<file path="config.mk">
export PLATFORM = sky130hd
export DESIGN_NAME = cidx_inval_unit
export DESIGN_NICKNAME = d
export VERILOG_FILES = /design/src/rtl/cidx_pkg.sv /design/src/rtl/cidx_decode.sv /design/src/rtl/cidx_agu.sv /design/src/rtl/cidx_line_state.sv /design/src/rtl/cidx_inval_unit.sv
export SDC_FILE = /design/constraint.sdc
export NUM_CORES = 1
export LEC_CHECK = 0
export CORE_MARGIN = 2
export CORE_UTILIZATION = 50
export DETAILED_ROUTE_END_ITERATION = 8
export PLACE_DENSITY = 0.79
export SLEW_MARGIN = 40
export SYNTH_ARGS = -nofsm -noshare
export SYNTH_HDL_FRONTEND = slang
export SYNTH_SLANG_ARGS = --single-unit
</file>
<file path="constraint.sdc">
create_clock -name clk -period 3.8 [get_ports clk]
set_input_delay 0.76 -clock clk [delete_from_list [all_inputs] [get_ports clk]]
set_output_delay 0.76 -clock clk [all_outputs]
set_load 0.01 [all_outputs]
</file>
<file path="src/rtl/cidx_pkg.sv">
package cidx_pkg;

   localparam int unsigned OFF_W = 10;
   localparam logic [7:0]  PRIM_OPCODE = 8'h89;

   typedef enum logic [5:0] {
      SUB_OFFSET = 6'h2A,
      SUB_POST   = 6'h0A,
      SUB_PRE    = 6'h1A
   } sub_op_e;

   typedef enum logic [1:0] {
      AM_OFFSET,
      AM_POST,
      AM_PRE,
      AM_NONE
   } amode_e;

   typedef struct packed {
      logic             legal;
      amode_e           mode;
      logic [3:0]       breg;
      logic [OFF_W-1:0] off;
   } dec_t;

endpackage

</file>
<file path="src/rtl/cidx_decode.sv">
module cidx_decode
   import cidx_pkg::*;
(
   input  logic [31:0] instr,
   output dec_t        dec
);

   logic [5:0] sub_field;
   logic       prim_ok;
   logic       pad_unused;

   assign sub_field  = instr[27:22];
   assign prim_ok    = (instr[7:0] == PRIM_OPCODE);
   assign pad_unused = ^instr[11:8];

   always_comb begin
      dec.breg  = instr[15:12];
      dec.off   = {instr[31:28], instr[21:16]};
      dec.mode  = AM_NONE;
      dec.legal = 1'b0;
      if (prim_ok) begin
         unique case (sub_field)
            SUB_OFFSET: begin dec.mode = AM_OFFSET; dec.legal = 1'b1; end
            SUB_POST:   begin dec.mode = AM_POST;   dec.legal = 1'b1; end
            SUB_PRE:    begin dec.mode = AM_PRE;    dec.legal = 1'b1; end
            default:    begin dec.mode = AM_NONE;   dec.legal = 1'b0; end
         endcase
      end
   end

endmodule

</file>
<file path="src/rtl/cidx_agu.sv">
module cidx_agu
   import cidx_pkg::*;
#(
   parameter int unsigned ADDR_W = 32
)(
   input  logic [ADDR_W-1:0] base_val,
   input  amode_e            mode,
   input  logic [OFF_W-1:0]  off,
   output logic [ADDR_W-1:0] index_way,
   output logic [ADDR_W-1:0] new_base,
   output logic              wb_need
);

   localparam int unsigned EXT_W = ADDR_W - OFF_W;

   logic [ADDR_W-1:0] off_ext;
   logic [ADDR_W-1:0] sum;

   assign off_ext = {{EXT_W{off[OFF_W-1]}}, off};
   assign sum     = base_val + off_ext;

   always_comb begin
      new_base = sum;
      unique case (mode)
         AM_POST: begin index_way = base_val; wb_need = 1'b1; end
         AM_PRE:  begin index_way = sum;      wb_need = 1'b1; end
         default: begin index_way = sum;      wb_need = 1'b0; end
      endcase
   end

endmodule

</file>
<file path="src/rtl/cidx_line_state.sv">
module cidx_line_state #(
   parameter  int unsigned SETS  = 16,
   parameter  int unsigned WAYS  = 4,
   localparam int unsigned SET_W = $clog2(SETS),
   localparam int unsigned WAY_W = $clog2(WAYS)
)(
   input  logic             clk,
   input  logic             rst_n,
   input  logic             fill_en,
   input  logic [SET_W-1:0] fill_set,
   input  logic [WAY_W-1:0] fill_way,
   input  logic             fill_dirty,
   input  logic             inv_en,
   input  logic [SET_W-1:0] inv_set,
   input  logic [WAY_W-1:0] inv_way,
   input  logic [SET_W-1:0] probe_set,
   input  logic [WAY_W-1:0] probe_way,
   output logic             probe_valid,
   output logic             probe_dirty
);

   localparam int unsigned LINES = SETS * WAYS;

   logic [LINES-1:0] vld;
   logic [LINES-1:0] drt;

   for (genvar s = 0; s < SETS; s++) begin : g_set
      logic set_fill, set_inv;
      assign set_fill = fill_en && (fill_set == SET_W'(s));
      assign set_inv  = inv_en  && (inv_set  == SET_W'(s));
      for (genvar w = 0; w < WAYS; w++) begin : g_way
         logic v_q, d_q;
         logic hit_fill, hit_inv;
         assign hit_fill = set_fill && (fill_way == WAY_W'(w));
         assign hit_inv  = set_inv  && (inv_way  == WAY_W'(w));
         always_ff @(posedge clk or negedge rst_n) begin
            if (!rst_n) begin
               v_q <= 1'b0;
               d_q <= 1'b0;
            end else if (hit_inv) begin
               v_q <= 1'b0;
               d_q <= 1'b0;
            end else if (hit_fill) begin
               v_q <= 1'b1;
               d_q <= fill_dirty;
            end
         end
         assign vld[s*WAYS + w] = v_q;
         assign drt[s*WAYS + w] = d_q;
      end
   end

   assign probe_valid = vld[{probe_set, probe_way}];
   assign probe_dirty = drt[{probe_set, probe_way}];

endmodule

</file>
<file path="src/rtl/cidx_inval_unit.sv">
module cidx_inval_unit
   import cidx_pkg::*;
#(
   parameter  int unsigned ADDR_W     = 32,
   parameter  int unsigned SETS       = 16,
   parameter  int unsigned WAYS       = 4,
   parameter  int unsigned LINE_BYTES = 32,
   localparam int unsigned SET_W      = $clog2(SETS),
   localparam int unsigned WAY_W      = $clog2(WAYS),
   localparam int unsigned LOFS_W     = $clog2(LINE_BYTES)
)(
   input  logic              clk,
   input  logic              rst_n,
   input  logic              req_valid,
   output logic              req_ready,
   input  logic [31:0]       instr,
   input  logic              supervisor,
   input  logic [ADDR_W-1:0] base_val,
   input  logic              fill_en,
   input  logic [SET_W-1:0]  fill_set,
   input  logic [WAY_W-1:0]  fill_way,
   input  logic              fill_dirty,
   input  logic [SET_W-1:0]  probe_set,
   input  logic [WAY_W-1:0]  probe_way,
   output logic              probe_valid,
   output logic              probe_dirty,
   output logic              done,
   output logic              wb_en,
   output logic [3:0]        wb_reg,
   output logic [ADDR_W-1:0] wb_data,
   output logic [ADDR_W-1:0] inv_index,
   output logic              trap_priv,
   output logic              illegal_op
);

   if (WAYS < 2 || (WAYS & (WAYS - 1)) != 0) begin : g_bad_ways
      $error("WAYS must be a power of two of at least 2");
   end
   if (SETS < 2 || (SETS & (SETS - 1)) != 0) begin : g_bad_sets
      $error("SETS must be a power of two of at least 2");
   end
   if ((LINE_BYTES & (LINE_BYTES - 1)) != 0 || LINE_BYTES < WAYS) begin : g_bad_line
      $error("LINE_BYTES must be a power of two no smaller than WAYS");
   end
   if (ADDR_W <= OFF_W || ADDR_W < LOFS_W + SET_W) begin : g_bad_addr
      $error("ADDR_W too narrow for offset or set field");
   end

   dec_t              dec;
   logic [ADDR_W-1:0] index_way;
   logic [ADDR_W-1:0] new_base;
   logic              wb_need;
   logic              busy_q;
   logic              accept;
   logic              inv_go;
   logic [SET_W-1:0]  inv_set;
   logic [WAY_W-1:0]  inv_way;

   cidx_decode u_decode (
      .instr (instr),
      .dec   (dec)
   );

   cidx_agu #(.ADDR_W(ADDR_W)) u_agu (
      .base_val  (base_val),
      .mode      (dec.mode),
      .off       (dec.off),
      .index_way (index_way),
      .new_base  (new_base),
      .wb_need   (wb_need)
   );

   assign inv_way = index_way[WAY_W-1:0];
   assign inv_set = index_way[LOFS_W +: SET_W];
   assign accept  = req_valid && !busy_q;
   assign inv_go  = accept && dec.legal && supervisor;

   cidx_line_state #(.SETS(SETS), .WAYS(WAYS)) u_lines (
      .clk         (clk),
      .rst_n       (rst_n),
      .fill_en     (fill_en),
      .fill_set    (fill_set),
      .fill_way    (fill_way),
      .fill_dirty  (fill_dirty),
      .inv_en      (inv_go),
      .inv_set     (inv_set),
      .inv_way     (inv_way),
      .probe_set   (probe_set),
      .probe_way   (probe_way),
      .probe_valid (probe_valid),
      .probe_dirty (probe_dirty)
   );

   always_ff @(posedge clk or negedge rst_n) begin
      if (!rst_n) begin
         busy_q     <= 1'b0;
         wb_en      <= 1'b0;
         wb_reg     <= '0;
         wb_data    <= '0;
         inv_index  <= '0;
         trap_priv  <= 1'b0;
         illegal_op <= 1'b0;
      end else if (accept) begin
         busy_q     <= 1'b1;
         wb_en      <= dec.legal && supervisor && wb_need;
         wb_reg     <= dec.breg;
         wb_data    <= new_base;
         inv_index  <= index_way;
         trap_priv  <= dec.legal && !supervisor;
         illegal_op <= !dec.legal;
      end else begin
         busy_q     <= 1'b0;
         wb_en      <= 1'b0;
         trap_priv  <= 1'b0;
         illegal_op <= 1'b0;
      end
   end

   assign done      = busy_q;
   assign req_ready = !busy_q;

endmodule

</file>
==> summary.md <==
| Metric | Value |
|---|---|
| Run status | completed |
| First-pass GRT wire length | 52,900 µm |
| Clk pwr share | between 20% and 30% |
| Post-synthesis net count | around 1,300 |
| Slew @ Worst Pin | roughly 0.76 ns |
| Max Fclk | ~270 MHz |
| Fin crit share | just under 100% |
| Layout cells sized above 1 | around 14% |
| Pwr dens | about 450 nW/µm² |
| Die area | about 24,000 µm² |
| Most frequent cells in the layout | a21oi_1, dfrtp_1, nand2_1 |
| Vias in the first global route | between 10,000 and 15,000 |
| Sequential area share after synthesis | between 40 and 50% |
| Worst EP arrival | 2.98 ns |
| Hold_buf cts | 0 |
| Largest registers | u_lines.g_set.g_way.d_q (64), u_lines.g_set.g_way.v_q (64) |
| H-tree Lvls | 4 |
| Critical path class | in2out |
| Top FF cell, synth | dfrtp_1 |
| Syn. warnings | 0 |
| DP HPWL | 22,900 µm |
| Cell Area, Synth | approximately 11,000 µm² |
| CTS root buffer | clkbuf_16 |
| Port bufs | ~150 |
| Psw | just over 2 mW |
| Multi-input gate area in the final layout | ~5900 µm² |
| FF+latch area | between 5000 and 6000 µm² |
| Area grow syn2layout | 26.2% |
| Max-slew headroom | 48.6% |
| Delay-heaviest family, CP | multiplexers |
| Internal power | around 4.3 mW |
| Vias/cell | 6.22 |
| WP buf/inv | 3 |
| Hold Vio Cnt, Final | 0 |
| CTS tree | built |
| Met2 wire length | ~16,000 µm |
| Crit path top cell by count | mux4_2 |
| Starting DRT DRC Count | 992 |
| Synth cell types | 64 |
| Flop pwr share | 42.6% |
| Sum Neg Setup Slack | 0 ns |
| Drt wl/cell | 20.2 µm |
| Initial antenna violation count | 0 |
| # IOs | between 150 and 200 |
| Leakage | between 6 and 7 nW |
| Post-synth EDFFs | 0 |
| Core Box Area | between 20,000 and 25,000 µm² |
| Post-layout util | 64.7% |
| Largest stage delay on the critical path | 0.58 ns |
| Total power | between 6 and 7 mW |
| Net Sw Frac | roughly a third |
| M1 wire length | 13,200 µm |
| Clk sinks | 200 |
| Gpl congestion | 0.928 |
| Num rows | 54 |
| Vias | roughly 10,000 |
| Routed met3 length | approximately 3200 µm |
| Total GRT Usage | ~28% |
| Routed Antenna Nets | 0 |
| Router iterations before antenna repair | 6 |
| CP Capture Type | output pin |
| Synth Register Bits | 200 |
| Min Tclk post-route | 3.74 ns |
| Post-synth ARST share | 100% |
| Combinational share of power | 29.4% |
| N_diodes | 0 |
| Commonest non-fill, non-tap cell in the layout | a21oi_1 |
| Initial core utilization | 51.3% |
| Die X-Extent | around 150 µm |
| Worst-path clk slew | 0.08 ns |
| Fin nets | 1,467 |
| Longest Clk Path Bufs | 2 |
| Top Metal Used | met4 |
| Drt total wl | 33,300 µm |
| Final Max Slew Viols | 0 |
| RSZ-0062 raised after global routing | false |
| Syn Inst Count | 1,165 |
| VDD IR max | 0.000266 V |
| Pin count of the biggest net entering global routing | around 90 |
| Required time worst endpoint | 3.04 ns |
| CP max-delay cell | mux4_2 |
| Fillers | roughly 1,600 |
| DR DRC count | 0 |
| Final setup fails | 0 |
| Worst path cell trace | buf_2 -> buf_12 -> mux4_2 -> mux4_2 -> mux4_2 -> dlygate4sd2_1 |
| Clk_skew | between 0.01 and 0.015 ns |
| DP Area | between 10,000 and 15,000 µm² |
| Total CTS buffers | 17 |
| Worst hold path type | in2async |
| Max cap viols | 0 |
| Avg Inst Size Synth | between 9 and 10 µm² |
| GRT overflow | 0 |
| Die Y | about 150 µm |
| Worst setup SP type | input port |
| Critical-path maximum fanout | 13 |
| Final Cell Area | ~14,000 µm² |
| Clk_lat worst skew | ~0.45 ns |
-- stage by stage --
stage / hold slack (ns) / worst slack [ns] / instances
after floorplan: 0.464 / 0.281 / 1165
after CTS: 0.419 / 0.0693 / 1645
after global placement: 0.460 / -0.310 / 1613
final: 0.398 / 0.0594 / 1645
after detailed placement: 0.462 / -0.339 / 1613
after global routing: 0.451 / 0.0330 / 1645
-- logic make-up (layout without fill, tap and decap cells) --
group | count (synthesis) | count (layout) | synth area share (%)
compound gates | 388 | 388 | 19.0
xor+xnor | 32 | 32 | 2.62
fa+ha+maj | 33 | 33 | 3.73
buf+inv | 89 | 289 | 3.44
flops | 200 | 200 | 44.4
mux | 110 | 110 | 14.3
simple gates | 313 | 313 | 12.4
-- cells in the mapped netlist (all sizes together), types with 2 or more instances --
library cell | instances | area, µm²
inv | 14 | 52.6
mux2i | 69 | 691
clkbuf | 58 | 218
o22a | 2 | 17.5
o21bai | 2 | 15.0
or2 | 3 | 18.8
mux4 | 41 | 923
ha | 32 | 400
or4 | 2 | 15.0
dfrtp | 200 | 5000
and3 | 10 | 62.6
nor2b | 5 | 31.3
o21a | 11 | 82.6
nand2b | 8 | 50.1
o31ai | 2 | 15.0
a21oi | 255 | 1300
or3 | 2 | 12.5
nor3 | 16 | 80.1
xor2 | 14 | 130
o211ai | 6 | 50.1
or3b | 3 | 28.8
a21o | 8 | 60.1
nand3b | 6 | 45.0
nand2 | 151 | 567
nor2 | 72 | 270
o22ai | 5 | 31.3
nand3 | 15 | 75.1
a211oi | 2 | 15.0
a221o | 2 | 21.3
buf | 17 | 118
xnor2 | 18 | 165
a31oi | 8 | 65.1
nor3b | 5 | 37.5
nand4 | 9 | 56.3
o21ai | 72 | 360
a21boi | 2 | 15.0
-- power groups by stage --
stage	combinational [mW]	clock, mW	sequential [mW]
detailed placement	1.85	0	2.75
floorplan	0.904	0	2.77
finish	1.88	1.79	2.72
CTS	1.86	1.81	2.71
global route	2.03	1.90	2.76
global placement	1.79	0	2.74
-- layout make-up --
class,instances,share of cell area [%]
Clock buffer,19,3.12
Inverter,14,0.370
Multi-Input combinational cell,876,41.6
Clock inverter,13,0.951
Tap cell,280,2.46
Timing Repair Buffer,243,16.2
Sequential cell,200,35.2
-- metal layers --
layer	up-vias	global-route usage, %
li1	4597	-
met1	4998	35.7
met2	551	45.9
met5	-	0
met4	0	11.2
met3	94	7.84
-- path summary, 6_finish.rpt --
kind	from	endpoint	slack (ns)	cells past startpoint
worst max-delay path	probe_way[0]	probe_valid	0.06	6
worst min-delay path	rst_n	u_lines.g_set[3].g_way[3].d_q	0.40	1
worst max register to register	done	inv_index[26]	1.88	6
worst min register to register	wb_data[1]	wb_data[1]	0.48	2
max in group asynchronous	rst_n	u_lines.g_set[10].g_way[3].v_q	2.59	2
min in group clk	wb_data[1]	wb_data[1]	0.48	2
-- repair_timing --
| item | in CTS | in global routing |
|---|---|---|
| resized for setup | 4 | 0 |
| setup endpoints to repair | 2 | 0 |
| setup buffers | 0 | 0 |
Note: power is estimated with default switching activity, not from simulation.
